--- config.mk ---
export PLATFORM = sky130hd
export DESIGN_NAME = mtimer_swint
export DESIGN_NICKNAME = d
export VERILOG_FILES = /design/src/rtl/mtsw_pkg.sv /design/src/rtl/mtsw_decode.sv /design/src/rtl/mtsw_counter.sv /design/src/rtl/mtsw_compare.sv /design/src/rtl/mtimer_swint.sv
export SDC_FILE = /design/constraint.sdc
export NUM_CORES = 1
export LEC_CHECK = 0
export BUFFER_PORTS_ARGS = -buffer_cell sky130_fd_sc_hd__clkbuf_2
export CORE_UTILIZATION = 46
export CTS_CLUSTER_SIZE = 8
export DETAILED_ROUTE_END_ITERATION = 12
export GPL_TIMING_DRIVEN = 0
export HOLD_SLACK_MARGIN = 0.02
export PLACE_DENSITY = 0.68
export SLEW_MARGIN = 15
export SYNTH_ARGS = -nofsm -noshare
export SYNTH_HDL_FRONTEND = slang
export SYNTH_SLANG_ARGS = --single-unit
--- constraint.sdc ---
create_clock -name clk -period 5.5 [get_ports clk]
set_clock_uncertainty 0.2 [all_clocks]
set_input_delay 1.1 -clock clk [delete_from_list [all_inputs] [get_ports clk]]
set_output_delay 1.1 -clock clk [all_outputs]
set_load 0.1 [all_outputs]
--- src/rtl/mtsw_pkg.sv ---
package mtsw_pkg;
  typedef enum logic [1:0] {SZ_1B = 2'd0, SZ_2B = 2'd1, SZ_4B = 2'd2, SZ_8B = 2'd3} acc_size_e;
  typedef enum logic [1:0] {SRC_NONE, SRC_SOFT, SRC_CMP, SRC_TIME} rd_src_e;
  localparam logic [15:0] OFF_SOFT = 16'h0000;
  localparam logic [15:0] OFF_CMP  = 16'h4000;
  localparam logic [15:0] OFF_TIME = 16'hBFF8;
endpackage

--- src/rtl/mtsw_decode.sv ---
module mtsw_decode
  import mtsw_pkg::*;
#(
  parameter int AW = 16
) (
  input  logic          valid,
  input  logic          write,
  input  logic [AW-1:0] addr,
  input  logic [1:0]    size,
  output logic          wr_soft,
  output logic          wr_cmp,
  output rd_src_e       rd_src,
  output logic          fault
);
  localparam logic [AW-1:0] A_SOFT = AW'(OFF_SOFT);
  localparam logic [AW-1:0] A_CMP  = AW'(OFF_CMP);
  localparam logic [AW-1:0] A_TIME = AW'(OFF_TIME);

  acc_size_e sz;
  logic hit_soft, hit_cmp, hit_time_rd;

  always_comb begin
    sz          = acc_size_e'(size);
    hit_soft    = (addr == A_SOFT) && (sz == SZ_4B || sz == SZ_8B);
    hit_cmp     = (addr == A_CMP) && (sz == SZ_8B);
    hit_time_rd = (addr == A_TIME) && (sz == SZ_8B) && !write;
    wr_soft     = valid && write && hit_soft;
    wr_cmp      = valid && write && hit_cmp;
    fault       = valid && !(hit_soft || hit_cmp || hit_time_rd);
    rd_src      = SRC_NONE;
    if (valid && !write) begin
      if (hit_soft)         rd_src = SRC_SOFT;
      else if (hit_cmp)     rd_src = SRC_CMP;
      else if (hit_time_rd) rd_src = SRC_TIME;
    end
  end
endmodule

--- src/rtl/mtsw_counter.sv ---
module mtsw_counter #(
  parameter int W = 64
) (
  input  logic         clk,
  input  logic         rst,
  input  logic         tick,
  output logic [W-1:0] count_q,
  output logic [W-1:0] count_nxt
);
  always_comb count_nxt = tick ? count_q + W'(1) : count_q;

  always_ff @(posedge clk) begin
    if (rst) count_q <= '0;
    else     count_q <= count_nxt;
  end

  assert_tick_advances_R2: assert property (@(posedge clk) disable iff (rst)
    tick |=> (count_q == $past(count_q) + W'(1)));
  assert_idle_holds_R2: assert property (@(posedge clk) disable iff (rst)
    !tick |=> $stable(count_q));
endmodule

--- src/rtl/mtsw_compare.sv ---
module mtsw_compare #(
  parameter int W = 64
) (
  input  logic         clk,
  input  logic         rst,
  input  logic         wr,
  input  logic [W-1:0] wdata,
  input  logic [W-1:0] count_nxt,
  input  logic [W-1:0] count_q,
  output logic [W-1:0] cmp_q,
  output logic         pend_q
);
  logic [W-1:0] cmp_nxt;
  always_comb cmp_nxt = wr ? wdata : cmp_q;

  always_ff @(posedge clk) begin
    if (rst) begin
      cmp_q  <= '1;
      pend_q <= 1'b0;
    end else begin
      cmp_q  <= cmp_nxt;
      pend_q <= (cmp_nxt <= count_nxt);
    end
  end

  assert_pend_matches_regs_R7: assert property (@(posedge clk) disable iff (rst)
    pend_q == (cmp_q <= count_q));
  assert_cmp_holds_R4: assert property (@(posedge clk) disable iff (rst)
    !wr |=> $stable(cmp_q));
endmodule

--- src/rtl/mtimer_swint.sv ---
module mtimer_swint
  import mtsw_pkg::*;
#(
  parameter int AW = 16,
  parameter int W  = 64
) (
  input  logic          clk,
  input  logic          rst,
  input  logic          tick,
  input  logic          req_valid,
  input  logic          req_write,
  input  logic [AW-1:0] req_addr,
  input  logic [1:0]    req_size,
  input  logic [W-1:0]  req_wdata,
  output logic          rsp_valid,
  output logic          rsp_err,
  output logic [W-1:0]  rsp_rdata,
  output logic          timer_irq,
  output logic          soft_irq
);
  logic         wr_soft, wr_cmp, fault;
  rd_src_e      rd_src;
  logic [W-1:0] count_q, count_nxt, cmp_q, rd_mux;
  logic         soft_q;

  mtsw_decode #(.AW(AW)) u_dec (
    .valid(req_valid), .write(req_write), .addr(req_addr), .size(req_size),
    .wr_soft(wr_soft), .wr_cmp(wr_cmp), .rd_src(rd_src), .fault(fault)
  );

  mtsw_counter #(.W(W)) u_cnt (
    .clk(clk), .rst(rst), .tick(tick), .count_q(count_q), .count_nxt(count_nxt)
  );

  mtsw_compare #(.W(W)) u_cmp (
    .clk(clk), .rst(rst), .wr(wr_cmp), .wdata(req_wdata),
    .count_nxt(count_nxt), .count_q(count_q), .cmp_q(cmp_q), .pend_q(timer_irq)
  );

  always_comb begin
    unique case (rd_src)
      SRC_SOFT: rd_mux = {{(W-1){1'b0}}, soft_q};
      SRC_CMP:  rd_mux = cmp_q;
      SRC_TIME: rd_mux = count_q;
      default:  rd_mux = '0;
    endcase
  end

  always_ff @(posedge clk) begin
    if (rst) begin
      soft_q    <= 1'b0;
      rsp_valid <= 1'b0;
      rsp_err   <= 1'b0;
      rsp_rdata <= '0;
    end else begin
      if (wr_soft) soft_q <= req_wdata[0];
      rsp_valid <= req_valid;
      rsp_err   <= fault;
      rsp_rdata <= rd_mux;
    end
  end

  always_comb soft_irq = soft_q;

  assert_rsp_after_req_R9: assert property (@(posedge clk) disable iff (rst)
    req_valid |=> rsp_valid);
  assert_no_stray_rsp_R9: assert property (@(posedge clk) disable iff (rst)
    !req_valid |=> !rsp_valid);
  assert_fault_zero_data_R8: assert property (@(posedge clk) disable iff (rst)
    (rsp_valid && rsp_err) |-> (rsp_rdata == '0));
  assert_time_write_faults_R6: assert property (@(posedge clk) disable iff (rst)
    (req_valid && req_write && req_addr == AW'(OFF_TIME)) |=> rsp_err);
  assert_soft_write_R3: assert property (@(posedge clk) disable iff (rst)
    (req_valid && req_write && req_addr == AW'(OFF_SOFT) && req_size[1]) |=> (soft_irq == $past(req_wdata[0])));
endmodule

==> reports/metrics.cfg, run 1 <==
[sta]
slew_headroom=0.4484
worstMarginPinSlew_ns=0.8211
post-route-period-util=0.8888
rsz0062_at_grt=no
setup_tns_ns=0
final_max_slew_viol_count=0
timing.hold.ws_ns=0.2906
setup_violations=0
fmax_mhz=204.6
final.min_clock_period_ns=4.888
hold_viol=0

[setup_path]
cpLargestDelayFamily=simple AND/OR/NAND/NOR gates
startpoint_type=primary input
max_stage_delay_ns=0.66
crit_fanout=10
critPathCaptureType=flop
path_cells=clkbuf_2, nor4_1, and3_1, nand4_1, nor2_4, buf_2, mux2_2, ha_1, a21o_1, nand3_1, a211oi_1, or4b_2, a2111oi_0, a31o_2
path_buf_inv=2
crit_required_ns=5.68
cp.arrival_ns=5.07
worstSetupPathType=in2reg
critPathSlowestCell=or4b_2

[synthesis]
synth_warnings=0
avgSynthCellArea_um2=9.636
synth_edf_count=0
async_flop_share=0
yosys.area.top_type=dfxtp_1
ys_top_cells_by_area=dfxtp_1 (44%), ha_1 (9.1%), mux2_2 (6.3%)
seq_area_frac_synth=0.4374
synth_top_cell_area_share=0.4374
synth_ff_type=dfxtp_1
synth_area_um2=8971
ys_types=49
syn_inst=931
synth_nets=1083
synth_seq_cells=196

[finish]
post-route-util=0.5614
layout-area-overhead-vs-synth_pct=18.23
num_antenna_cells=0
multi_input_area_um2=4825
layout-drive-gt1-share=0.2903
fillers=1764
seqCellArea_um2=3924
final_net_count=1255

[pwr]
ir_drop_uv=203.2
pwr_density_cell_nw_per_um2=252.0
power_leakage_uw=0.004092

[clock_tree]
cts_tree=built
cts_buffers=17
clk-insertion-delay-late_ns=0.43
clock_sinks=196
hold_buffers=0
cts.repair.resized=0
ctsHtreeMaxLevel=4
cts-root-buf=clkbuf_16
clk_pin_slew_ns=0.07
post_cts_buffers=0
clock_path_buffers=2

[placement]
io_buffers=153
gp_congestion=0.8441
hpwl_um=16860

[route]
drtIter0Drc=352
wirelength_um=22700
postRouteAntennaNets=0
route.detailed.drc=0
via_count=7317
wl_per_cell_um=16.50
firstDrtPassIters=6
via_per_inst=5.318

[global_routing]
antenna_found_initial=0
grt_max_degree=17
groute.usage.overall=0.2345
gr-total-overflow=0
first_global_vias=7210
grt_pass1_wl_um=36340

[floorplan]
die_area_um2=20060
core_um2=18890
placementRows=50
chipHeight_um=141.7
ios=155
start_util=0.4748
die_w_um=141.7

[run]
drv_cap=0

[min_path]
hold_class=reg2reg

[status]
status=completed

## sequential cells by signal, indices dropped and copies added, names as in the netlist
| signal | cells |
|---|---|
| rsp_rdata | 64 |
| u_cmp.cmp_q | 64 |
| u_cnt.count_q | 64 |
| rsp_err | 1 |
| rsp_valid | 1 |
| soft_irq | 1 |
| u_cmp.pend_q | 1 |
## routing by layer
| metal | track usage | routed length (µm) |
|---|---|---|
| met5 | 0 | 0 |
| met3 | 0.04759 | 1097 |
| met2 | 0.3998 | 10650 |
| met1 | 0.2988 | 10600 |
| met4 | 0.06904 | 342 |
## logic make-up after synthesis
kind of cell	after synthesis	share of synthesized area
mux	65	0.08131
xor+xnor	63	0.06151
compound gates	116	0.08731
flops	196	0.4374
buf+inv	51	0.02483
fa+ha+maj	65	0.09066
simple gates	375	0.2170
## cells in the final DEF, fill, tap and decap left out, drive strengths merged, types with 3 or more instances in the layout
cell type  count
clkbuf       202
dfxtp        196
nor2         140
ha            65
or2           65
a22oi         64
mux2          63
xor2          55
nand2         39
nand3         35
nand4         34
a21oi         28
buf           19
and3          16
o21ai         10
nor4          10
and4           9
xnor2          8
clkinvlp       6
nor2b          5
nand2b         4
inv            4
nor3           4
clkinv         4
and2           3
a221oi         3
nor3b          3
## synth_stat cells, drive strengths merged, types with 2 or more instances
cell type and count:
nand2b 4, a21oi 28, buf 19, a31oi 2
nor4b 2, or4 2, nor3 4, nor2b 5
a2111oi 2, ha 65, a22oi 64, nand4 34
nand2 39, a221oi 3, o21ai 10, mux2i 2
mux2 63, nand3b 2, dfxtp 196, nand3 35
xor2 55, xnor2 8, and3 16, nor3b 3
nor4 10, a21o 2, and2 3, clkbuf 29
nor2 140, inv 3, and4 9, or2 65
## worst paths after layout
check	slack (ns)	to	startpoint	depth (start not counted)
worst min-delay path	0.29	rsp_rdata[8]$_SDFF_PP0_	u_cmp.cmp_q[8]$_SDFF_PP1_	2
worst max-delay path	0.61	u_cmp.pend_q$_SDFF_PP0_	req_addr[11]	14
worst max register to register	1.03	u_cmp.pend_q$_SDFF_PP0_	u_cnt.count_q[22]$_SDFF_PP0_	13
worst min register to register	0.29	rsp_rdata[8]$_SDFF_PP0_	u_cmp.cmp_q[8]$_SDFF_PP1_	2
## power by group
group          internal (µW)  switching (µW)  total (µW)
Clock                    623             542        1160
Combinational           31.5            52.6        84.1
Sequential              1420            3.10        1420
Total                   2080             598        2670
## tightest hold or removal path, stage by stage, from the launching register on
cell and delay [ns]:
dfxtp_1 0.32, a22oi_1 0.06, nor2_1 0.07
## metrics by stage
step | area [µm²] | total power [µW] | std cells | setup slack (ns)
6_report | 10610 | 2673 | 1376 | 0.6117
2_1_floorplan | 8971 | 1489 | 931 | 0.9049
4_1_cts | 10610 | 2696 | 1376 | 0.5711
5_1_grt | 10610 | 2764 | 1376 | 0.3341
3_5_place_dp | 10060 | 1541 | 1344 | 0.1355
3_3_place_gp | 10060 | 1540 | 1344 | 0.07308
## layout make-up
class	count	share of cell area
Multi-Input combinational cell	684	0.4549
Buffer	48	0.01994
Sequential cell	196	0.3699
Clock buffer	20	0.04117
Inverter	3	0.001062
Timing Repair Buffer	153	0.07220
Tap cell	260	0.03067
Clock inverter	12	0.01015
No activity file was read; power rests on OpenSTA's default activity.
==> run 2: changes to the inputs <==
--- a/config.mk
+++ b/config.mk
@@ -7,6 +7,7 @@
 export LEC_CHECK = 0
 export BUFFER_PORTS_ARGS = -buffer_cell sky130_fd_sc_hd__clkbuf_2
 export CORE_UTILIZATION = 46
+export CTS_BUF_LIST = sky130_fd_sc_hd__clkbuf_16
 export CTS_CLUSTER_SIZE = 8
 export DETAILED_ROUTE_END_ITERATION = 12
 export GPL_TIMING_DRIVEN = 0
==> run 2 against run 1 <==
  * Sequential power barely moved
  * Largest power group unchanged
  * Register-to-register slack hardly changed
  * Worst hold slack about the same
==> reports/metrics.cfg, run 2 (synthesis results as in run 1) <==
[setup_path]
startpoint_type=primary input
crit_fanout=10  ; unchanged
cp.arrival_ns=5.09  ; +0.02 ns
crit_required_ns=5.68  ; about the same
critPathCaptureType=flop
worstSetupPathType=in2reg

[route]
via_per_inst=5.322  ; about the same
drtIter0Drc=348  ; -1.1%
route.detailed.drc=0  ; unchanged
firstDrtPassIters=5  ; -1
wl_per_cell_um=16.50  ; about the same
postRouteAntennaNets=0  ; unchanged
wirelength_um=22710  ; about the same
via_count=7323  ; +0.082%

[sta]
setup_tns_ns=0  ; unchanged
hold_viol=0  ; unchanged
post-route-period-util=0.8919  ; +0.003093
fmax_mhz=203.9  ; -0.35%
worstMarginPinSlew_ns=0.8271  ; +0.005971 ns
setup_slack_ns=0.5947  ; -0.01701 ns
setup_violations=0  ; unchanged
final.min_clock_period_ns=4.905  ; +0.01701 ns
rsz0062_at_grt=no
final_max_slew_viol_count=0  ; unchanged
slew_headroom=0.4443  ; -0.004011

[placement]
io_buffers=153  ; unchanged
gp_congestion=0.8441  ; unchanged
dpl_cell_area_um2=10060  ; unchanged
hpwl_um=16860  ; unchanged
dp_slack_ns=0.1355  ; unchanged

[clock_tree]
cts_buffers=17  ; unchanged
cts-root-buf=clkbuf_16
cts.repair.resized=0  ; unchanged
clock_sinks=196  ; unchanged
clk-insertion-delay-late_ns=0.43  ; about the same
ctsHtreeMaxLevel=4  ; unchanged
hold_buffers=0  ; unchanged
clk_pin_slew_ns=0.07  ; about the same
post_cts_buffers=0  ; unchanged
cts_tree=built
clock_path_buffers=2  ; unchanged

[finish]
mostFrequentLayoutCells=dfxtp_1 (196), clkbuf_2 (153), nor2_1 (139), ha_1 (65)
layout-drive-gt1-share=0.2903  ; unchanged
post-route-util=0.5614  ; unchanged
design_area_um2=10610  ; unchanged
layout_commonest_cell=dfxtp_1
largestRegisters=rsp_rdata: 64 flops, u_cmp.cmp_q: 64 flops, u_cnt.count_q: 64 flops
layout-area-overhead-vs-synth_pct=18.23  ; unchanged
fillers=1764  ; unchanged
num_antenna_cells=0  ; unchanged
final_net_count=1255  ; unchanged

[floorplan]
die_area_um2=20060  ; unchanged
chipHeight_um=141.7  ; unchanged
placementRows=50  ; unchanged
die_w_um=141.7  ; unchanged
start_util=0.4748  ; unchanged
core_um2=18890  ; unchanged
ios=155  ; unchanged

[min_path]
hold_class=reg2reg

[global_routing]
groute.usage.overall=0.2345  ; unchanged
grt_pass1_wl_um=36330  ; about the same
grt_max_degree=17  ; unchanged
gr-total-overflow=0  ; unchanged
antenna_found_initial=0  ; unchanged
first_global_vias=7209  ; -0.014%

[run]
drv_cap=0  ; unchanged

[pwr]
pwr_density_cell_nw_per_um2=251.7  ; -0.10%
ir_drop_uv=204.5  ; +0.60%
power.total_uw=2670  ; -0.10%
power_leakage_uw=0.004104  ; +0.30%

[status]
status=completed

-- run 2: final timing paths --
check	endpoint	slack, ns	depth (start not counted)	startpoint
max reg2reg	u_cmp.pend_q$_SDFF_PP0_	1.03	13	u_cnt.count_q[22]$_SDFF_PP0_
min	rsp_rdata[8]$_SDFF_PP0_	0.29	2	u_cmp.cmp_q[8]$_SDFF_PP1_
min reg2reg	rsp_rdata[8]$_SDFF_PP0_	0.29	2	u_cmp.cmp_q[8]$_SDFF_PP1_
max	u_cmp.pend_q$_SDFF_PP0_	0.59	14	req_addr[11]
-- run 2: critical path: stages --
cell and delay, ns:
clkbuf_2 0.10, nor4_1 0.32, and3_1 0.25, nand4_1 0.21, nor2_4 0.37, buf_2 0.43, mux2_2 0.42, ha_1 0.32
a21o_1 0.18, nand3_1 0.09, a211oi_1 0.07, or4b_2 0.66, a2111oi_0 0.40, a31o_2 0.16
-- run 2: power by group --
group / switching, µW / leakage, µW / internal, µW
Sequential: 3.16 / 0.00158 / 1420
Combinational: 52.6 / 0.00226 / 31.5
Clock: 545 / 0.000261 / 617
Total: 600 / 0.00410 / 2070
-- run 2: routing by layer --
metal	share of wire	vias to the layer above	track usage	wire, µm
met2	0.47	192	0.3998	10620
met1	0.47	3458	0.2988	10670
met5	0	-	0	0
met4	0.015	0	0.06904	338
li1	-	3646	-	-
met3	0.048	27	0.04759	1082
-- run 2: final cells by class --
cell class,count,area [µm²],area share
timing repair buffer,153,765.7,0.07220
clock buffer,17,425.4,0.04011
multi-input combinational,684,4825,0.4549
buffer,48,211.5,0.01994
tap,260,325.3,0.03067
inverter,3,11.26,0.001062
clock inverter,15,118.9,0.01121
sequential,196,3924,0.3699
-- run 2: through the flow --
stage	std cells	hold WS (ns)
2_1_floorplan	931	0.2582
3_3_place_gp	1344	0.2729
3_5_place_dp	1344	0.2767
4_1_cts	1376	0.2920
5_1_grt	1376	0.3253
6_report	1376	0.2908
==> run 3: changes to the inputs <==
--- a/config.mk
+++ b/config.mk
@@ -5,14 +5,15 @@
 export SDC_FILE = /design/constraint.sdc
 export NUM_CORES = 1
 export LEC_CHECK = 0
-export BUFFER_PORTS_ARGS = -buffer_cell sky130_fd_sc_hd__clkbuf_2
 export CORE_UTILIZATION = 46
 export CTS_BUF_LIST = sky130_fd_sc_hd__clkbuf_16
 export CTS_CLUSTER_SIZE = 8
 export DETAILED_ROUTE_END_ITERATION = 12
+export DONT_BUFFER_PORTS = 1
 export GPL_TIMING_DRIVEN = 0
 export HOLD_SLACK_MARGIN = 0.02
-export PLACE_DENSITY = 0.68
+export PLACE_DENSITY = 0.61
+export SKIP_LAST_GASP = 1
 export SLEW_MARGIN = 15
 export SYNTH_ARGS = -nofsm -noshare
 export SYNTH_HDL_FRONTEND = slang
==> constraint.sdc (replaced) <==
create_clock -name clk -period 5.5 [get_ports clk]
set_clock_uncertainty 0.2 [all_clocks]
set_input_delay 0.55 -clock clk [delete_from_list [all_inputs] [get_ports clk]]
set_output_delay 0.55 -clock clk [all_outputs]
set_load 0.1 [all_outputs]
==> run 3 against run 2 <==
  * Sequential share of layout area grew 2.7 points
  * Highest routed layer unchanged
  * Flip-flop and latch count is the same
  * Critical path depth shrank 1
  * Largest power group unchanged
  * Clock-buffer cell count is the same
  * Global-route usage shrank 0.65 points
  * Sequential power is essentially flat
  * Die area is the same
  * Critical endpoint unchanged
  * Largest cell class unchanged
  * Worst hold slack lost 0.24 ns
  * Power grew 0.90%
  * Via count shrank 8.2%
==> reports/metrics.cfg, run 3 (synthesis results as in run 1) <==
[sta]
setup_slack_ns=1.127  ; +0.5322 ns
setup_tns_ns=0  ; unchanged
final_max_slew_viol_count=0  ; unchanged
setup_violations=0  ; unchanged
worstMarginPinSlew_ns=1.044  ; +0.2167 ns
rsz0062_at_grt=no
final.min_clock_period_ns=4.373  ; -0.5322 ns
fmax_mhz=228.7  ; +12%
hold_viol=0  ; unchanged
slew_headroom=0.3032  ; -0.1411
post-route-period-util=0.7951  ; -0.09677

[finish]
fillers=1815  ; +2.9%
layout_commonest_cell=dfxtp_1
seqCellArea_um2=3924  ; unchanged
final_net_count=1104  ; -12%
multi_input_area_um2=4825  ; unchanged
largestRegisters=rsp_rdata: 64 flops, u_cmp.cmp_q: 64 flops, u_cnt.count_q: 64 flops
mostFrequentLayoutCells=dfxtp_1 (196), nor2_1 (139), ha_1 (65), or2_2 (64), a22oi_1 (64)
layout-area-overhead-vs-synth_pct=10.25
layout-drive-gt1-share=0.1803  ; -0.1100

[status]
status=completed

[clock_tree]
post_cts_buffers=0  ; unchanged
clock_path_buffers=2  ; unchanged
cts-root-buf=clkbuf_16
ctsHtreeMaxLevel=4  ; unchanged
cts_tree=built
clk_pin_slew_ns=0.07  ; about the same
clock_sinks=196  ; unchanged
cts_buffers=17  ; unchanged
clk-insertion-delay-late_ns=0.43  ; about the same

[min_path]
hold_class=in2reg

[pwr]
power_leakage_uw=0.003450  ; -16%
pwr_density_cell_nw_per_um2=272.4  ; +8.2%
ir_drop_uv=231.4  ; +13%

[placement]
dp_slack_ns=0.7773  ; +0.6418 ns
hpwl_um=16670  ; -1.1%
io_buffers=0  ; -100%
gp_congestion=0.8317  ; -1.5%

[floorplan]
die_area_um2=20060  ; unchanged
placementRows=50  ; unchanged
chipHeight_um=141.7  ; unchanged
die_w_um=141.7  ; unchanged
start_util=0.4748  ; unchanged
core_um2=18890  ; unchanged
ios=155  ; unchanged

[global_routing]
antenna_found_initial=2  ; +2
gr-total-overflow=0  ; unchanged
grt_max_degree=19  ; +2
first_global_vias=6662  ; -7.6%
groute.usage.overall=0.2281  ; -0.006456
grt_pass1_wl_um=35000  ; -3.7%

[setup_path]
cpLargestDelayFamily=simple AND/OR/NAND/NOR gates
startpoint_type=flop
max_stage_delay_ns=0.59  ; -0.07 ns
worstSetupPathType=reg2reg
path_buf_inv=1  ; -1
path_cells=nand4_2, nor4_2, nor3b_2, buf_2, nand3_1, xor2_1, ha_1, nand4_1, or4_1, nand3b_1, a31oi_1, a2111oi_0, a31o_2
crit_fanout=10  ; unchanged
critPathSlowestCell=or4_1
cp.arrival_ns=4.50  ; -0.59 ns
critPathCaptureType=flop
crit_required_ns=5.63  ; -0.05 ns

[route]
postRouteAntennaNets=0  ; unchanged
via_count=6721  ; -8.2%
via_per_inst=5.478  ; +2.9%
drtIter0Drc=316  ; -9.2%
wirelength_um=22150  ; -2.4%
wl_per_cell_um=18.05  ; +9.4%
route.detailed.drc=0  ; unchanged
firstDrtPassIters=5  ; unchanged

[run]
drv_cap=0  ; unchanged

run 3: cell count changes in the layout (fill, tap and decap cells not counted):
| cell | change |
|---|---|
| inv_8 | +2 |
| diode_2 | +2 |
| inv_6 | +4 |
| clkinv_4 | -1 |
| clkinv_2 | -1 |
| clkinvlp_4 | -1 |
| clkbuf_2 | -153 |
| inv_1 | -3 |
| dlygate4sd3_1 | +2 |
run 3: per-layer routing:
layer | vias up | part of all wire | GRT usage
li1 | 3345 | - | -
met1 | 3198 | 0.46 | 0.2926
met2 | 162 | 0.47 | 0.3853
met3 | 16 | 0.053 | 0.05569
met4 | 0 | 0.011 | 0.05263
met5 | - | 0 | 0
run 3: what timing repair did:
item                      in CTS  in global routing
hold buffers                   2                  0
hold endpoints to repair       2                  0
gates resized for setup        0                  0
run 3: area by class of cell:
cell class | count | share of cell area
diodes | 2 | 0.0005060
multi-input cells | 684 | 0.4878
clock inverters | 15 | 0.01455
plain buffers | 48 | 0.02138
inverters | 3 | 0.001139
flip-flops and latches | 196 | 0.3967
well taps | 260 | 0.03289
clock buffers | 17 | 0.04301
repair buffers | 2 | 0.002024
run 3: worst paths after layout:
check / slack (ns) / depth (start not counted) / end / startpoint
hold / removal: 0.05 / 2 / soft_irq$_SDFFE_PP0P_ / req_wdata[0]
setup / recovery: 1.13 / 13 / u_cmp.pend_q$_SDFF_PP0_ / u_cnt.count_q[2]$_SDFF_PP0_
hold reg to reg: 0.29 / 2 / rsp_rdata[5]$_SDFF_PP0_ / u_cmp.cmp_q[5]$_SDFF_PP1_
setup reg to reg: 1.13 / 13 / u_cmp.pend_q$_SDFF_PP0_ / u_cnt.count_q[2]$_SDFF_PP0_
run 3: where the power goes:
part	internal [µW]	switching, µW
Combinational	11.1	32.5
Sequential	1420	8.55
Clock	636	586
run 3: worst register-to-register path, cell delays in order, from the launching register on:
cell and delay [ns]:
dfxtp_1 0.44, nand4_2 0.23, nor4_2 0.56, nor3b_2 0.40, buf_2 0.34, nand3_1 0.13
xor2_1 0.18, ha_1 0.32, nand4_1 0.12, or4_1 0.59, nand3b_1 0.25, a31oi_1 0.20
a2111oi_0 0.09, a31o_2 0.22
run 3: per-stage QoR:
| step | cells | util | hold slack (ns) | instance area [µm²] | power (µW) |
|---|---|---|---|---|---|
| global placement | 1191 | 0.4921 | 0.2724 | 9296 | 1504 |
| detailed placement | 1191 | 0.4921 | 0.2782 | 9296 | 1505 |
| global route | 1225 | 0.5232 | 0.02612 | 9886 | 2788 |
| finish | 1227 | 0.5235 | 0.04775 | 9891 | 2694 |
| CTS | 1225 | 0.5232 | 0.02887 | 9886 | 2725 |
| floorplan | 931 | - | 0.2582 | 8971 | 1489 |
